**src/rtl/irqtmr_pkg.sv**
```systemverilog
package irqtmr_pkg;

  // counter geometry
  localparam int unsigned CNT_W   = 16;
  localparam int unsigned NIB_W   = 4;
  localparam int unsigned NIBBLES = CNT_W / NIB_W;
  localparam int unsigned IDX_W   = $clog2(NIBBLES);

  typedef logic [CNT_W-1:0] cnt_t;
  typedef logic [NIB_W-1:0] nib_t;
  typedef logic [IDX_W-1:0] idx_t;

  // address ranges decoded from the top nibble of the write address
  typedef enum logic [1:0] {
    RGN_NONE  = 2'd0,
    RGN_LATCH = 2'd1,
    RGN_CTRL  = 2'd2,
    RGN_ACK   = 2'd3
  } region_e;

  // one counting step, wraps modulo 2**CNT_W
  function automatic cnt_t step_up(input cnt_t c);
    return c + cnt_t'(1);
  endfunction

  // the firing value is all ones
  function automatic logic is_terminal(input cnt_t c);
    return &c;
  endfunction

  // replace one nibble of a value, keep the rest
  function automatic cnt_t nib_put(input cnt_t cur, input idx_t idx, input nib_t n);
    cnt_t r;
    r = cur;
    r[idx*NIB_W +: NIB_W] = n;
    return r;
  endfunction

  // read one nibble of a value
  function automatic nib_t nib_get(input cnt_t cur, input idx_t idx);
    return cur[idx*NIB_W +: NIB_W];
  endfunction

endpackage

```
**src/rtl/irqtmr_decode.sv**
```systemverilog
module irqtmr_decode
  import irqtmr_pkg::*;
(
  input  logic       wr_en,
  input  logic [3:0] top_nib,
  output logic       lat_we,
  output idx_t       lat_idx,
  output logic       ctrl_we,
  output logic       ack_we
);

  region_e rgn;

  always_comb begin
    unique case (top_nib)
      4'h8, 4'h9, 4'hA, 4'hB: rgn = RGN_LATCH;
      4'hC:                   rgn = RGN_CTRL;
      4'hD:                   rgn = RGN_ACK;
      default:                rgn = RGN_NONE;
    endcase
  end

  assign lat_idx = idx_t'(top_nib[1:0]);
  assign lat_we  = wr_en && (rgn == RGN_LATCH);
  assign ctrl_we = wr_en && (rgn == RGN_CTRL);
  assign ack_we  = wr_en && (rgn == RGN_ACK);

endmodule

```
**src/rtl/irqtmr_latch.sv**
```systemverilog
module irqtmr_latch
  import irqtmr_pkg::*;
(
  input  logic clk,
  input  logic rst_n,
  input  logic we,
  input  idx_t idx,
  input  nib_t nib,
  output cnt_t q
);

  // one independently written register per nibble
  for (genvar g = 0; g < NIBBLES; g++) begin : g_nib
    logic [NIB_W-1:0] r;
    always_ff @(posedge clk) begin
      if (!rst_n)                           r <= '0;
      else if (we && (idx == idx_t'(g)))    r <= nib;
    end
    assign q[g*NIB_W +: NIB_W] = r;
  end


  lat_nib_load_chk: assert property (@(posedge clk) disable iff (!rst_n)
    we |=> (nib_get(q, $past(idx)) == $past(nib)));


  lat_hold_chk: assert property (@(posedge clk) disable iff (!rst_n)
    !we |=> $stable(q));

endmodule

```
**src/rtl/irqtmr_core.sv**
```systemverilog
module irqtmr_core
  import irqtmr_pkg::*;
(
  input  logic clk,
  input  logic rst_n,
  input  logic tick,
  input  logic ctrl_we,
  input  logic arm_bit,
  input  logic ack_we,
  input  cnt_t start_val,
  output logic pending,
  output logic armed,
  output logic fire
);

  cnt_t count;
  cnt_t count_inc;
  logic advance;

  // events brought out as named wires
  assign advance   = tick && armed && !ctrl_we;
  assign count_inc = step_up(count);
  assign fire      = advance && is_terminal(count_inc);

  always_ff @(posedge clk) begin
    if (!rst_n) begin
      count   <= '0;
      armed   <= 1'b0;
      pending <= 1'b0;
    end else if (ctrl_we) begin
      armed   <= arm_bit;
      pending <= 1'b0;
      if (arm_bit) count <= start_val;
    end else begin
      if (advance) count <= count_inc;
      if (fire) armed <= 1'b0;
      if (ack_we)    pending <= 1'b0;
      else if (fire) pending <= 1'b1;
    end
  end


  reload_chk: assert property (@(posedge clk) disable iff (!rst_n)
    (ctrl_we && arm_bit) |=> (armed && count == $past(start_val)));


  disarm_on_ctrl_chk: assert property (@(posedge clk) disable iff (!rst_n)
    (ctrl_we && !arm_bit) |=> !armed);


  clear_chk: assert property (@(posedge clk) disable iff (!rst_n)
    (ack_we || ctrl_we) |=> !pending);


  fire_disarm_chk: assert property (@(posedge clk) disable iff (!rst_n)
    fire |=> !armed);


  idle_hold_chk: assert property (@(posedge clk) disable iff (!rst_n)
    (!ctrl_we && !(tick && armed)) |=> $stable(count));


  set_source_chk: assert property (@(posedge clk) disable iff (!rst_n)
    $rose(pending) |-> ($past(fire) && !$past(ack_we)));


  arm_source_chk: assert property (@(posedge clk) disable iff (!rst_n)
    $rose(armed) |-> $past(ctrl_we && arm_bit));

endmodule

```
**src/rtl/irq_interval_timer.sv**
```systemverilog
module irq_interval_timer
  import irqtmr_pkg::*;
#(
  parameter int unsigned ADDR_W = 16,
  parameter int unsigned DATA_W = 8
) (
  input  logic              clk,
  input  logic              rst_n,
  input  logic              tick_en,
  input  logic              wr_en,
  input  logic [ADDR_W-1:0] wr_addr,
  input  logic [DATA_W-1:0] wr_data,
  output logic              irq
);

  localparam int unsigned ARM_BIT = 1;

  logic lat_we, ctrl_we, ack_we;
  idx_t lat_idx;
  cnt_t start_val;
  logic pending, armed, fire;

  irqtmr_decode u_dec (
    .wr_en   (wr_en),
    .top_nib (wr_addr[ADDR_W-1 -: 4]),
    .lat_we  (lat_we),
    .lat_idx (lat_idx),
    .ctrl_we (ctrl_we),
    .ack_we  (ack_we)
  );

  irqtmr_latch u_lat (
    .clk   (clk),
    .rst_n (rst_n),
    .we    (lat_we),
    .idx   (lat_idx),
    .nib   (wr_data[NIB_W-1:0]),
    .q     (start_val)
  );

  irqtmr_core u_core (
    .clk       (clk),
    .rst_n     (rst_n),
    .tick      (tick_en),
    .ctrl_we   (ctrl_we),
    .arm_bit   (wr_data[ARM_BIT]),
    .ack_we    (ack_we),
    .start_val (start_val),
    .pending   (pending),
    .armed     (armed),
    .fire      (fire)
  );

  assign irq = pending;


  reset_quiet_chk: assert property (@(posedge clk) disable iff (!rst_n)
    $past(!rst_n) |-> (!irq && !armed));


  irq_follow_chk: assert property (@(posedge clk) disable iff (!rst_n)
    $rose(irq) |-> $past(fire));

endmodule

```
**config.mk**
```make
export PLATFORM = sky130hd
export DESIGN_NAME = irq_interval_timer
export DESIGN_NICKNAME = d
export VERILOG_FILES = /design/src/rtl/irqtmr_pkg.sv /design/src/rtl/irqtmr_decode.sv /design/src/rtl/irqtmr_latch.sv /design/src/rtl/irqtmr_core.sv /design/src/rtl/irq_interval_timer.sv
export SDC_FILE = /design/constraint.sdc
export NUM_CORES = 1
export LEC_CHECK = 0
export ABC_AREA = 1
export BUFFER_PORTS_ARGS = -buffer_cell sky130_fd_sc_hd__buf_2
export CORE_UTILIZATION = 60
export CTS_CLUSTER_SIZE = 25
export DETAILED_ROUTE_END_ITERATION = 16
export PLACE_DENSITY = 0.91
export SYNTH_ARGS = -nofsm -noshare
export SYNTH_HDL_FRONTEND = slang
export SYNTH_SLANG_ARGS = --single-unit
```
**constraint.sdc**
```tcl
create_clock -name clk -period 5 [get_ports clk]
set_clock_uncertainty 0.1 [all_clocks]
set_input_delay 0 -clock clk [delete_from_list [all_inputs] [get_ports clk]]
set_output_delay 0 -clock clk [all_outputs]
set_load 0.02 [all_outputs]
```
* After elaboration in Yosys (flattened, before gate mapping)
Index checks and enable logic that the tools add are counted.
** Operators by class
- Reductions and logical operators :: 18
- Bitwise gates (word level) :: 1
- $add $sub $neg :: 1
- Equal/unequal tests :: 13
- Muxes and demuxes :: 6
** Operators by type and width (count)
- $mux 16 :: 3
- $eq 4x4->1 const B :: 6
- $add 16x1->16 const B :: 1
- $reduce_and 16->1 :: 1
- $logic_and 1x1->1 :: 10
- $eq 2x2->1 const B :: 4
- $pmux 2 s3 :: 1
- $eq 2x1->1 const B :: 2
- $reduce_bool 2->1 :: 2
- $reduce_or 4->1 :: 1
- $reduce_or 3->1 :: 1
- $logic_not 2->1 :: 1
- $mux 1 :: 2
- $ne 2x2->1 const B :: 1
- $reduce_and 2->1 :: 1
- $logic_not 1->1 :: 1
- $not 1->1 :: 1
** Storage, ports and cells
- Bits in registers :: 34
- Output and inout bits :: 1
- Word-level logic and storage cells :: 46
- Bits of input ports :: 28

* Depth between registers and ports, before layout
- Depth in word-level cells :: 10
- Depth in mapped cells :: 12
- Depth with buffers taken out :: 12

* By module
From an unflattened synthesis, not the netlist that was laid out.
** Second synthesis, totals
- Cell total of the unflattened synthesis :: 326
- Area total of the unflattened synthesis :: 2060.7 µm²
** Modules (own cells, without submodules)
- irqtmr_core :: times used 1, area an instance 1307.5 µm², sequential area each 360.3 µm², cells each 212
- irqtmr_latch :: times used 1, area an instance 709.4 µm², sequential area each 320.3 µm², cells each 105
- irqtmr_decode :: times used 1, area an instance 43.8 µm², sequential area each 0.0 µm², cells each 9

* Worst setup path after synthesis
Ideal clock, no wire load.
- Path type :: flip-flop to flip-flop
- From :: register u_core.count[0]
- To :: register u_core.armed
- Library setup time :: 0.115 ns
- Arrival :: 1.417 ns
- Path buffers :: 0
- Path slack :: 3.368 ns
- Stages on the path, launching flop included :: 13
- Required time :: 4.785 ns
- Clock period less this slack :: 1.632 ns
- Cell sequence :: dfxtp_1 > ha_1 > nand2_2 > nor2_4 > nand2_1 > nor2_1 > nand2_1 > nand2_1 > nand3_1 > nor2_1 > nand2_1 > nand2_1 > a21oi_2
** On the way
- Longest elaborated chain between the ends :: 4
** RTL lines
- from (decl) :: RTL line irqtmr_core.sv:16 : cnt_t count;
- from (signal assigned) :: RTL line irqtmr_core.sv:33 : if (arm_bit) count <= start_val;
- from (signal assigned) :: RTL line irqtmr_core.sv:35 : if (advance) count <= count_inc;
- $add 16x1->16 :: RTL line irqtmr_pkg.sv:23 : return c + cnt_t'(1);
- $reduce_and 16->1 :: RTL line irqtmr_pkg.sv:28 : return &c;
- $logic_and 1x1->1 :: RTL line irqtmr_core.sv:23 : assign fire = advance && is_terminal(count_inc);
- $reduce_bool 2->1 (no line)
- to (signal assigned) :: RTL line irqtmr_core.sv:31 : armed <= arm_bit;
- to (decl) :: RTL line irqtmr_core.sv:12 : output logic armed,
No other way between the ends.
A chain may end at the register's enable or synchronous reset.

* Worst setup path in the final report
- From :: input wr_addr[12]
- To :: register u_core.count[12]
** On the way
- Longest elaborated chain between the ends :: 9
- Elaborated cells on any way between the ends :: 16
- Classes of those cells :: eq/ne (8); mux (2); reduce/logical (6)
** RTL lines
- from (decl) :: RTL line irq_interval_timer.sv:11 : input logic [ADDR_W-1:0] wr_addr,
- $eq 4x4->1 :: RTL line irqtmr_decode.sv:15 : unique case (top_nib)
- $reduce_or 4->1 :: RTL line irqtmr_decode.sv:15
- $pmux 2 s3 (*) :: RTL line irqtmr_decode.sv:15
- $eq 2x2->1 (*) :: RTL line irqtmr_decode.sv:25 : assign ctrl_we = wr_en && (rgn == RGN_CTRL);
- $logic_and 1x1->1 (*) :: RTL line irqtmr_decode.sv:25
- $logic_not 1->1 :: RTL line irqtmr_core.sv:21 : assign advance = tick && armed && !ctrl_we;
- $logic_and 1x1->1 :: RTL line irqtmr_core.sv:21
- $reduce_bool 2->1 (no line)
- $reduce_and 2->1 (no line)
Mark *: on every way between the ends. The rest lies on a longest branch, timed or not.

==> out/qor.json <==
{
  "die": {
    "floorplan.initialDensity_pct": 63.1,
    "fp-row-count": 20,
    "io_pins": 29,
    "die_area_um2": 3440,
    "core-area_um2": 3050,
    "fp.dieW_um": 58.7,
    "die_y_um": 58.7
  },
  "sta": {
    "actual_slew_at_the_worst_max_slew_pin_ps": 528,
    "setup_tns_ps": 0,
    "fin_crit_sh_pct": 42.9,
    "fin_hold_ws_ps": 21.1,
    "max_slew_margin_pct": 64.8,
    "max_freq_mhz": 466,
    "rsz0062_at_grt": "no",
    "final_max_slew_viol_count": 0,
    "timing.final.hold_violations": 0,
    "post-route-min-period_ps": 2150,
    "final-setup-viol-count": 0,
    "setup_ws_ps": 2850
  },
  "clock_network": {
    "clk_path_buf_depth": 2,
    "clock_slew_at_reported_path_ffs_ps": 130,
    "cts_setup_buffers": 0,
    "cts-buffers-inserted": 5,
    "maximum_level_of_the_cts_h_tree": 2,
    "tritoncts_clock_tree": "done",
    "cts.sinks": 34,
    "clock_insertion_delay_worst_skew_ps": 360,
    "cts_root_buf": "sky130_fd_sc_hd__clkbuf_4"
  },
  "setup_path": {
    "cp-endpoint": "u_core.count[12]",
    "worst_setup_path_end_kind": "flip-flop",
    "ff2ff_path_depth": 12,
    "worst_r2r_startpoint": "u_core.count[0]",
    "critPathSlowestCell": "sky130_fd_sc_hd__dlygate4sd3_1",
    "cpMostUsedCell": "sky130_fd_sc_hd__inv_2",
    "regToRegSetupSlack_ps": 3080,
    "ff_to_ff_end": "u_core.armed",
    "cp_max_fo": 26,
    "critPathMaxStageDelay_ps": 540,
    "setup.worst_path.start": "wr_addr[12]",
    "chain_of_cells_forming_the_critical_path": "dlygate4sd3_1 > buf_2 > nor2_2 > nand3_4 > inv_2 > nand2_1 > nand2_2 > inv_2 > o211ai_1 > inv_1",
    "setup.worst_path.start_class": "primary input",
    "path_class": "in2reg",
    "arrival_ps": 2310,
    "cp.required_ps": 5160
  },
  "global_route": {
    "globalRoute.busiestLayer": "met2",
    "grt_max_degree": 35,
    "m1_gr_usage_pct": 39.0,
    "first_global_vias": 1768,
    "first_pass_grt_wire_length_um": 7780,
    "gr-usage-met2_pct": 50.2,
    "overflow": 0,
    "gr-usage-all-layers_pct": 30.5,
    "grt_antenna_before_repair": 0,
    "grt_util_met3_pct": 6.81
  },
  "power": {
    "power_mw": 0.494,
    "peakVddDrop_mv": 0.224,
    "static_leakage_power_nw": 0.866,
    "powerDensity_nw_per_um2": 230
  },
  "final_layout": {
    "final_cell_area_um2": 2150,
    "fin_util_pct": 70.4,
    "area_growth_pct": 11.6,
    "fin_cells": 358,
    "mostFrequentLayoutCell": "sky130_fd_sc_hd__nand2_1",
    "final_layout_size_suffix_gt1_share_pct": 12.4,
    "nNetsFinal": 343,
    "most-common-layout-cells": "sky130_fd_sc_hd__nand2_1, sky130_fd_sc_hd__nor2_1, sky130_fd_sc_hd__inv_1, sky130_fd_sc_hd__dfxtp_1, sky130_fd_sc_hd__o21ai_0",
    "antenna_cells": 0
  },
  "yosys": {
    "yosysSeqAreaShare_pct": 35.3,
    "synth.cell_area_um2": 1930,
    "synth_cell_type_count": 28,
    "yosysTopAreaCellShare_pct": 35.3,
    "yosys-top-cells-area": "sky130_fd_sc_hd__dfxtp_1, sky130_fd_sc_hd__nand2_1, sky130_fd_sc_hd__nor2_1",
    "syn_inst": 293,
    "synth_top_cell_by_area": "sky130_fd_sc_hd__dfxtp_1",
    "synth.net_count": 323,
    "synth-seq-cells": 34,
    "syn_avg_cell_area_um2": 6.58,
    "synth-warning-count": 0
  },
  "route": {
    "detail_route.wirelength_um": 4670,
    "post_drt_wl_per_cell_um": 13.1,
    "post-route-drc-count": 0,
    "drtPass1Iterations": 5,
    "num_vias": 1928,
    "initialDrtViolationCount": 116,
    "via_per_inst": 5.39,
    "route.antenna.remaining_nets": 0
  },
  "placed_design": {
    "placement.cell_area_um2": 2000,
    "post-dp-hpwl_um": 3040,
    "post-place-ws_ps": 3070,
    "placedCellCount": 342,
    "buffer_ports.inserted": 12,
    "gpl.final_weighted_congestion": 0.854
  },
  "worst_hold_path": {
    "hold_path_class": "in2reg"
  },
  "outcome": {
    "result_of_the_run": "complete, no violations"
  },
  "run": {
    "max_cap_viol_count": 0
  }
}
==> where the power goes <==
| group | total [mW] | internal (mW) | switching [mW] |
|---|---|---|---|
| Clock | 0.176 | 0.0701 | 0.106 |
| Combinational | 0.0366 | 0.0141 | 0.0225 |
| Sequential | 0.282 | 0.276 | 0.00530 |
==> metal layers <==
layer  part of all wire, %  wire length [um]
met3                   5.3               246
met1                    43              2020
met4                   1.7                80
met5                     0                 0
met2                    50              2330
==> synth_stat cells <==
master	number
sky130_fd_sc_hd__a21oi_1	7
sky130_fd_sc_hd__a21oi_2	1
sky130_fd_sc_hd__a31oi_1	3
sky130_fd_sc_hd__buf_1	1
sky130_fd_sc_hd__buf_2	2
sky130_fd_sc_hd__buf_4	1
sky130_fd_sc_hd__buf_6	1
sky130_fd_sc_hd__clkbuf_1	2
sky130_fd_sc_hd__dfxtp_1	34
sky130_fd_sc_hd__ha_1	2
sky130_fd_sc_hd__inv_1	34
sky130_fd_sc_hd__inv_2	3
sky130_fd_sc_hd__nand2_1	66
sky130_fd_sc_hd__nand2_2	5
sky130_fd_sc_hd__nand3_1	17
sky130_fd_sc_hd__nand3_2	1
sky130_fd_sc_hd__nand3_4	1
sky130_fd_sc_hd__nand3b_1	2
sky130_fd_sc_hd__nand4_1	7
sky130_fd_sc_hd__nor2_1	48
sky130_fd_sc_hd__nor2_2	2
sky130_fd_sc_hd__nor2_4	5
sky130_fd_sc_hd__nor3_1	4
sky130_fd_sc_hd__o211ai_1	12
sky130_fd_sc_hd__o21ai_0	28
sky130_fd_sc_hd__o21bai_1	2
sky130_fd_sc_hd__or2_2	1
sky130_fd_sc_hd__xor2_1	1
==> logic make-up after synthesis <==
kind of cell	synth area share [%]
xor gates and xnor gates	0.455
adders and majority gates	1.30
buffers and inverters	9.29
DFF	35.3
and+or+nand+nor	37.7
AOI/OAI and AO/OA	16.0
==> layout make-up <==
class,count,area (um^2)
clock inverters,2,16.3
fillers,247,903
well taps,44,55.1
clock buffers,6,51.3
inverters,37,139
multi-input cells,215,1070
flip-flops and latches,34,681
repair buffers,20,140
==> worst min-delay path by stage <==
stage / to / start / depth (start not counted)
after CTS: u_core.armed / rst_n / 3
after global placement: u_lat.g_nib[2].r[0] / wr_data[0] / 3
final: u_core.armed / rst_n / 3
after floorplan: u_lat.g_nib[0].r[0] / wr_data[0] / 2
after global routing: u_core.armed / rst_n / 3
after detailed placement: u_lat.g_nib[1].r[0] / wr_data[0] / 3
==> worst max-delay path: cells and delay by family <==
| family | cells | cell delay [ps] |
|---|---|---|
| AND/OR/NAND/NOR | 4 | 850 |
| buffers and inverters | 5 | 1230 |
| AO/OA/AOI/OAI | 1 | 220 |
==> sequential cells by signal, summed over array words and instances (netlist names) <==
name and cells:
u_core.count 16, u_core.armed 1, u_core.pending 1, u_lat.g_nib.r 16
==> timing repair <==
item | 4_1_cts | 5_1_grt
gates resized for setup | 0 | 0
endpoints found under the hold margin | 18 | 0
hold buffers | 8 | 0
No activity file was read; power rests on OpenSTA's default activity.
